[src/rtl/adc_soc_irq_ctl.sv]
module adc_soc_irq_ctl (
  input  logic clk,
  input  logic rst_n,
  input  logic cascade,
  input  logic sw1_we,
  input  logic sw1_wdata,
  input  logic sw2_we,
  input  logic sw2_wdata,
  input  logic evta_trig,
  input  logic evtb_trig,
  input  logic ext_trig,
  input  logic evta_en1,
  input  logic ext_en1,
  input  logic evtb_casc_en,
  input  logic evtb_en2,
  input  logic seq1_rst,
  input  logic seq2_rst,
  input  logic seq1_busy,
  input  logic seq2_busy,
  input  logic eos1,
  input  logic eos2,
  input  logic irq_en1,
  input  logic irq_mode1,
  input  logic irq_en2,
  input  logic irq_mode2,
  input  logic irq_clr1,
  input  logic irq_clr2,
  output logic start1,
  output logic start2,
  output logic pend1,
  output logic pend2,
  output logic irq1,
  output logic irq2
);

  logic evta_q, evtb_q, ext_q;
  logic par1, par2;

  wire rise_a = evta_trig & ~evta_q;
  wire rise_b = evtb_trig & ~evtb_q;
  wire rise_x = ext_trig & ~ext_q;

  wire set1 = (sw1_we & sw1_wdata) | (evta_en1 & rise_a) | (ext_en1 & rise_x)
            | (cascade & evtb_casc_en & rise_b);
  wire set2 = ~cascade & ((sw2_we & sw2_wdata) | (evtb_en2 & rise_b));
  wire clr1 = seq1_rst | (sw1_we & ~sw1_wdata);
  wire clr2 = seq2_rst | (sw2_we & ~sw2_wdata);

  wire hit1 = eos1 & irq_en1 & (~irq_mode1 | par1);
  wire hit2 = eos2 & irq_en2 & (~irq_mode2 | par2);

  assign start1 = pend1 & ~seq1_busy;
  assign start2 = pend2 & ~seq2_busy;

  always_ff @(posedge clk or negedge rst_n) begin
    if (!rst_n) begin
      evta_q <= 1'b0;
      evtb_q <= 1'b0;
      ext_q  <= 1'b0;
    end else begin
      evta_q <= evta_trig;
      evtb_q <= evtb_trig;
      ext_q  <= ext_trig;
    end
  end

  always_ff @(posedge clk or negedge rst_n) begin
    if (!rst_n) begin
      pend1 <= 1'b0;
      pend2 <= 1'b0;
    end else begin
      if (clr1)        pend1 <= 1'b0;
      else if (set1)   pend1 <= 1'b1;
      else if (start1) pend1 <= 1'b0;
      if (clr2)        pend2 <= 1'b0;
      else if (set2)   pend2 <= 1'b1;
      else if (start2) pend2 <= 1'b0;
    end
  end

  always_ff @(posedge clk or negedge rst_n) begin
    if (!rst_n) begin
      par1 <= 1'b0;
      par2 <= 1'b0;
      irq1 <= 1'b0;
      irq2 <= 1'b0;
    end else begin
      if (seq1_rst)  par1 <= 1'b0;
      else if (eos1) par1 <= ~par1;
      if (seq2_rst)  par2 <= 1'b0;
      else if (eos2) par2 <= ~par2;
      if (hit1)          irq1 <= 1'b1;
      else if (irq_clr1) irq1 <= 1'b0;
      if (hit2)          irq2 <= 1'b1;
      else if (irq_clr2) irq2 <= 1'b0;
    end
  end

  a_r6_wr0_clears: assert property (@(posedge clk) disable iff (!rst_n)
    sw1_we && !sw1_wdata |=> !pend1);
  a_r7_rst_clears: assert property (@(posedge clk) disable iff (!rst_n)
    seq2_rst |=> !pend2);
  a_r3_casc_holds_seq2: assert property (@(posedge clk) disable iff (!rst_n)
    cascade && !pend2 |=> !pend2);
  a_r8_every_eos: assert property (@(posedge clk) disable iff (!rst_n)
    eos1 && irq_en1 && !irq_mode1 |=> irq1);
  a_r10_sticky1: assert property (@(posedge clk) disable iff (!rst_n)
    irq1 && !irq_clr1 |=> irq1);
  a_r10_sticky2: assert property (@(posedge clk) disable iff (!rst_n)
    irq2 && !irq_clr2 |=> irq2);
  a_r11_no_irq_disabled: assert property (@(posedge clk) disable iff (!rst_n)
    !irq2 && !irq_en2 |=> !irq2);

endmodule

[config.mk]
export PLATFORM = sky130hd
export DESIGN_NAME = adc_soc_irq_ctl
export DESIGN_NICKNAME = d
export VERILOG_FILES = /design/src/rtl/adc_soc_irq_ctl.sv
export SDC_FILE = /design/constraint.sdc
export NUM_CORES = 1
export LEC_CHECK = 0
export BUFFER_PORTS_ARGS = -buffer_cell sky130_fd_sc_hd__buf_2
export CORE_AREA = 2 2 39 41
export DETAILED_ROUTE_END_ITERATION = 6
export DIE_AREA = 0 0 41 43
export HOLD_SLACK_MARGIN = 0.03
export PLACE_DENSITY_LB_ADDON = 0.25
export SLEW_MARGIN = 20
export SYNTH_ARGS = -nofsm -noshare
export SYNTH_HDL_FRONTEND = slang
export SYNTH_SLANG_ARGS = --single-unit
export TNS_END_PERCENT = 20
[constraint.sdc]
create_clock -name clk -period 1.1 [get_ports clk]
set_clock_uncertainty 0.2 [all_clocks]
set_input_delay 0.055 -clock clk [delete_from_list [all_inputs] [get_ports clk]]
set_output_delay 0.055 -clock clk [all_outputs]
set_load 0.03 [all_outputs]
# After elaboration in Yosys (flattened, before gate mapping)
# Index checks and enable logic that the tools add are counted.
[totals]
in_bits = 26
reg_bits = 9
[classes]
n_mux = 14
bitwise = 39
reduce_logical = 6
[op_table]
columns = ["operator", "n"]
rows = [
  ["$and 1x1->1", 19],
  ["$mux 1", 14],
  ["$not 1->1", 12],
  ["$or 1x1->1", 8],
  ["$reduce_bool 2->1", 4],
  ["$reduce_bool 3->1", 2],
]

# Depth between registers and ports, before layout
# Gate-level depths: netlist of run 1.
[depth]
ltp_word = 8
ltp_mapped = 3

# Worst setup path after synthesis of run 1
# No wires, ideal clock.
[synth_timing]
path_type = "register to output"
from = "register pend2"
to = "output port start2"
path_stages_with_launch = 2
path_buffers = 0
arrival_time_ps = 1044
path_slack_ps = -199
path_cell_list = "dfrtp_1 > nor2b_1"
[synth_via]
elab_chain_cells = 1
[synth_rtl]
columns = ["item", "line", "source"]
rows = [
  ["from (decl)", "31", "output logic pend2,"],
  ["from (signal assigned)", "70", "pend2 <= 1'b0;"],
  ["from (signal assigned)", "75", "if (clr2) pend2 <= 1'b0;"],
  ["from (signal assigned)", "76", "else if (set2) pend2 <= 1'b1;"],
  ["$and 1x1->1", "53", "assign start2 = pend2 & ~seq2_busy;"],
  ["to (decl)", "29", "output logic start2,"],
]
# Every way passes these cells.

# Worst setup path after layout of run 1
# Ends and elaborated chain as after synthesis.

==> summary.txt, run 1 <==
STA
  – Peak Freq: 0.831 GHz
  – RSZ-0062 raised after global routing: true
  – Final period util: 1.09
  – Final Slew Violations: 0
  – Number of hold violations in the final report: 10
  – Tmin final: 1200 ps
  – Actual slew at the worst max-slew pin: 255 ps
  – Min Hold Slack: -100 ps
  – Slew margin rel.: 0.830
  – Final setup viols: 5
  – Min setup slack post-route: -104 ps

Synth
  – Synth warn: 0
  – Netlist cell types: 16
  – Syn Area/Cell: 11.7 µm²
  – Syn nets: 60
  – EDFF count, synth: 0
  – Synth top area share: 0.564
  – Main synth FF type: dfrtp_1
  – Synthesized area: 399 µm²
  – Seq/Total Area, Yosys: 0.564
  – Top-count cell post-synth: dfrtp_1
  – Top cell type by total area after synthesis: dfrtp_1
  – Synth area leaders: dfrtp_1, nor2b_1, xnor2_1
  – Synth cell count leaders: dfrtp_1, inv_1, nor2b_1
  – Ys async rst share: 1.00
  – Synth Instances: 34
  – Synthesized flop and latch total: 9

Worst setup path
  – CP Capture Type: primary output
  – Reg2reg end: pend2
  – Critical path type: flip-flop to primary output
  – R2R cell count: 3
  – CP Data Arrival Time: 950 ps
  – Worst reg2reg setup slack: -90 ps
  – Worst r2r src: pend2
  – CP Launch Type: flip-flop
  – CP required: 840 ps
  – Max FO, Critical Path: 3

Clocking
  – Worst-path clk slew: 60 ps
  – Total CTS buffers: 3
  – CTS sink cnt: 9
  – CTS tree: built
  – Clock buffer depth: 2
  – Clk_lat worst skew: 260 ps
  – Root Buffer Master: clkbuf_4
  – H-tree levels: 1

Job
  – Number of max-cap violations: 0

Placement
  – Routability cong.: 0.632
  – DP HPWL: 706 µm
  – Port bufs: 31

Floorplanning
  – FP Rows: 14
  – IO Count: 32
  – Core ar.: 1380 µm²
  – Die area: 1760 µm²
  – Chip height: 43 µm
  – Die width: 41 µm
  – Initial Utilization: 0.288

Final layout
  – Filler Cells Inserted: 113
  – Final nets: 118
  – Layout cells sized above 1: 0.451
  – Synth-to-layout area growth: 116%
  – ANT cells: 0

Min path
  – Worst Hold Path Cells: 3
  – Worst Hold Launch: seq2_busy
  – Hold WC Path Type: input pin to flip-flop
  – Hold path endpoint: pend2

Power and ir drop
  – Static Leak: 0.418 nW
  – Pwr Total: 0.856 mW
  – VDD IR max: 707 µV
  – Pwr Density: 992 nW/µm²

Detailed routing
  – Mean routed wirelength per cell: 10.9 µm
  – DRT iter0 DRCs: 2
  – Total Wirelength: 1.17 mm
  – Via Count: 470
  – Post-DRT Antenna Nets: 0
  – Via/cell ratio: 4.39
  – First drt pass iteration count: 2
  – DRC violations left: 0

Global route
  – GRT Util Overall: 0.163
  – GR Overflow Total: 0
  – Largest net degree at the start of global routing: 10
  – Initial antenna violation count: 0
  – Vias in the first global route: 458
  – First-pass GRT wire length: 1.81 mm

Status
  – Failing checks: hold timing, setup timing
  – Outcome: complete, but fails checks
-- routing by layer --
layer / up-vias / wire length, µm / track usage
met5: - / 0 / 0
met4: 0 / 23 / 0.0800
met3: 4 / 98 / 0.0785
met2: 24 / 599 / 0.263
met1: 209 / 449 / 0.165
li1: 233 / - / -
-- logic make-up (layout without fill, tap and decap cells) --
logic type | after synthesis | in the layout | synth area share
flops | 9 | 9 | 0.564
simple gates | 10 | 10 | 0.166
xor+xnor | 2 | 2 | 0.0439
buf+inv | 4 | 61 | 0.0376
compound gates | 9 | 9 | 0.188
-- critical path, cell delays in order (launching register included) --
cell     delay [ps]
dfrtp_2         420
nor2b_4         130
buf_6           130
-- worst max path at each step --
stage | start | to
2_1_floorplan | evtb_q | pend2
6_report | pend2 | start2
4_1_cts | pend2 | start2
5_1_grt | pend2 | pend2
3_3_place_gp | evtb_q | pend2
3_5_place_dp | evtb_q | pend2
-- metrics by stage --
stage / instance area [µm²] / util / setup TNS, ps / setup WS [ps] / cells
global route: 862 / 0.623 / -544 / -128 / 107
detailed placement: 581 / 0.420 / -200 / -149 / 81
CTS: 837 / 0.605 / -308 / -104 / 106
global placement: 581 / 0.420 / -98.2 / -78.8 / 81
finish: 862 / 0.623 / -315 / -104 / 107
floorplan: 405 / - / -143 / -70.2 / 34
-- registers in the layout (all words and copies together) (netlist names) --
name	count
pend2	1
irq2	1
evtb_q	1
par2	1
pend1	1
par1	1
ext_q	1
irq1	1
evta_q	1
-- cells in the final DEF, fill, tap and decap left out --
cell type and instances:
dfrtp_1 8, clkbuf_1 1, and3b_1 1, clkbuf_4 3, nor2b_4 3, buf_2 29, o21ai_0 1, a311oi_1 1
nor2b_1 2, nor2_1 2, a2111oi_2 1, buf_6 3, dlygate4sd3_1 21, nand2_1 1, a221oi_4 1, a31oi_1 1
o211ai_1 2, a21oi_1 1, dfrtp_2 1, xnor2_1 2, o21ai_1 1, inv_1 4, nand3b_1 1
-- power by group --
part	internal (mW)	switching, mW
Combinational	0.132	0.0973
Sequential	0.356	0.0140
Clock	0.140	0.116
Total	0.628	0.227
-- area by class of cell --
class,instances,area (µm²),area share
Multi-Input combinational cell,21,185,0.215
Inverter,4,15.0,0.0174
Clock buffer,4,26.3,0.0305
Timing Repair Buffer,53,389,0.451
Sequential cell,9,226,0.263
Tap cell,16,20.0,0.0232
-- what timing repair did --
action | in CTS | in global routing
hold endpoints to repair | 18 | 10
gates resized for setup | 6 | 3
endpoints found under the setup margin | 5 | 8
pin swaps | 3 | 1
buffers inserted | 1 | 0
hold buffers | 20 | 1
Note: power is estimated with default switching activity, not from simulation.
==> run 2, diff against run 1 <==
HOLD_SLACK_MARGIN = 0.02   (was 0.03)
SETUP_SLACK_MARGIN = 0.2   (was unset)
==> run 2 against run 1 <==
- the run still ends with hold timing, setup timing left
- global-route usage shrank 3.1 points
- critical path depth is 1 higher
- highest routed layer unchanged
- setup slack got worse by 13 ps
==> summary.txt, run 2 (synthesis gave the netlist of run 1 again) <==
Global route
  – Largest net degree at the start of global routing: 10 (unchanged)
  – Initial antenna violation count: 0 (unchanged)
  – GRT Util Overall: 0.132 (-0.0305)
  – Vias in the first global route: 379 (-17%)
  – GR Overflow Total: 0 (unchanged)
  – First-pass GRT wire length: 1.48 mm (-18%)

Clocking
  – Clk_lat worst skew: 260 ps (about the same)
  – Worst-path clk slew: 60 ps (about the same)
  – Post-CTS Hold Fix Bufs: 8 (-60%)
  – CTS tree: built
  – Total CTS buffers: 3 (unchanged)
  – Root Buffer Master: clkbuf_4
  – H-tree levels: 1 (unchanged)
  – CTS sink cnt: 9 (unchanged)
  – Clock buffer depth: 2 (unchanged)

Worst setup path
  – CP Data Arrival Time: 1160 ps (+210 ps)
  – Critical path's slowest cell: dfrtp_2
  – CP required: 1040 ps (+200 ps)
  – Buf+Inv Stages, Crit Path: 1 (unchanged)
  – Cell Chain, Critical Path: buf_4 > a221oi_4 > a2111oi_2
  – CP Capture Type: flip-flop
  – Largest stage delay, worst path: 420 ps (about the same)
  – CP Launch Type: flip-flop
  – Kind of cell adding the most delay to the critical path: flip-flops
  – Critical path type: flip-flop to flip-flop
  – Max FO, Critical Path: 3 (unchanged)

Detailed routing
  – Via/cell ratio: 4.41 (+0.51%)
  – First drt pass iteration count: 2 (unchanged)
  – Via Count: 415 (-12%)
  – DRC violations left: 0 (unchanged)
  – Total Wirelength: 1.00 mm (-14%)
  – Post-DRT Antenna Nets: 0 (unchanged)
  – Mean routed wirelength per cell: 10.7 µm (-2.4%)
  – DRT iter0 DRCs: 3 (+1)

Final layout
  – Synth-to-layout area growth: 85.6%
  – Final std cells w/o fill: 94 (-12%)
  – Final nets: 105 (-11%)
  – Most common cell after layout, fill and taps aside: buf_2
  – Fin area: 741 µm² (-14%)
  – Most frequent cells in the layout: buf_2, dfrtp_1, dlygate4sd3_1
  – Flip-flop and latch area: 226 µm² (unchanged)
  – Filler Cells Inserted: 130 (+15%)
  – Area occupied by multi-input gates: 185 µm² (unchanged)
  – ANT cells: 0 (unchanged)
  – Layout cells sized above 1: 0.526 (+0.0751)

Power and ir drop
  – Pwr Density: 1120 nW/µm² (+13%)
  – VDD IR max: 702 µV (-0.73%)
  – Static Leak: 0.366 nW (-12%)

STA
  – Min Hold Slack: -203 ps (-103 ps)
  – Actual slew at the worst max-slew pin: 255 ps (-0.278 ps)
  – Final period util: 1.11 (+0.0120)
  – RSZ-0062 raised after global routing: true
  – Slew margin rel.: 0.830 (about the same)
  – Final setup viols: 5 (unchanged)
  – Peak Freq: 0.822 GHz (-1.1%)
  – Final Slew Violations: 0 (unchanged)
  – Min setup slack post-route: -117 ps (-13.2 ps)
  – Tmin final: 1220 ps (+13.2 ps)
  – Number of hold violations in the final report: 15 (+5)

Status
  – Outcome: complete, but fails checks
  – Failing checks: hold timing, setup timing

Floorplanning
  – Chip height: 43 µm (unchanged)
  – Die width: 41 µm (unchanged)
  – FP Rows: 14 (unchanged)
  – Core ar.: 1380 µm² (unchanged)
  – Die area: 1760 µm² (unchanged)
  – Initial Utilization: 0.288 (unchanged)
  – IO Count: 32 (unchanged)

Min path
  – Hold WC Path Type: input pin to flip-flop

Placement
  – DP HPWL: 706 µm (unchanged)
  – Routability cong.: 0.632 (unchanged)
  – Placed cell areas: 581 µm² (unchanged)
  – Pre-CTS WS: -149 ps (unchanged)
  – Inst Count DP: 81 (unchanged)
  – Port bufs: 31 (unchanged)

Job
  – Number of max-cap violations: 0 (unchanged)
[run 2: cell count changes in the layout (fill, tap and decap cells not counted), sizes merged]
cell,change
dlygate4sd3,-13
[run 2: what timing repair did]
item	CTS	global route
setup endpoints to repair	10	12
gates resized for setup	12	1
buffers inserted	1	0
pin swaps	5	6
hold endpoints to repair	18	15
[run 2: final timing paths]
check                      startpoint    end  slack, ps  depth (start not counted)
max                             pend2  pend2       -120                          3
min                           cascade  pend2       -200                          2
max reg2reg                     pend2  pend2       -120                          3
min reg2reg                      irq1   irq1        330                          2
max in group asynchronous       rst_n  pend2        540                          2
min in group asynchronous       rst_n  pend1        -30                          2
[run 2: through the flow]
step / total power, mW / util / TNS (ps)
4_1_cts: 0.837 / 0.527 / -308
6_report: 0.829 / 0.535 / -343
2_1_floorplan: 0.450 / - / -143
5_1_grt: 0.879 / 0.535 / -576
3_5_place_dp: 0.529 / 0.420 / -200
3_3_place_gp: 0.527 / 0.420 / -98.2
[run 2: routing by layer]
layer | wire (µm) | vias up | global-route usage
li1 | - | 207 | -
met2 | 466 | 24 | 0.172
met4 | 23 | 0 | 0.0800
met5 | 0 | - | 0
met3 | 122 | 4 | 0.0785
met1 | 391 | 180 | 0.162
[run 2: final cells by class]
cell class | count | area share
clock buffers | 4 | 0.0355
inverters | 4 | 0.0203
multi-input cells | 21 | 0.250
repair buffers | 40 | 0.361
well taps | 16 | 0.0270
flip-flops and latches | 9 | 0.306
[run 2: report_power, final]
part           switching [mW]  total [mW]  internal [mW]
Clock                   0.116       0.256          0.140
Combinational          0.0912       0.201          0.110
Sequential             0.0157       0.372          0.356
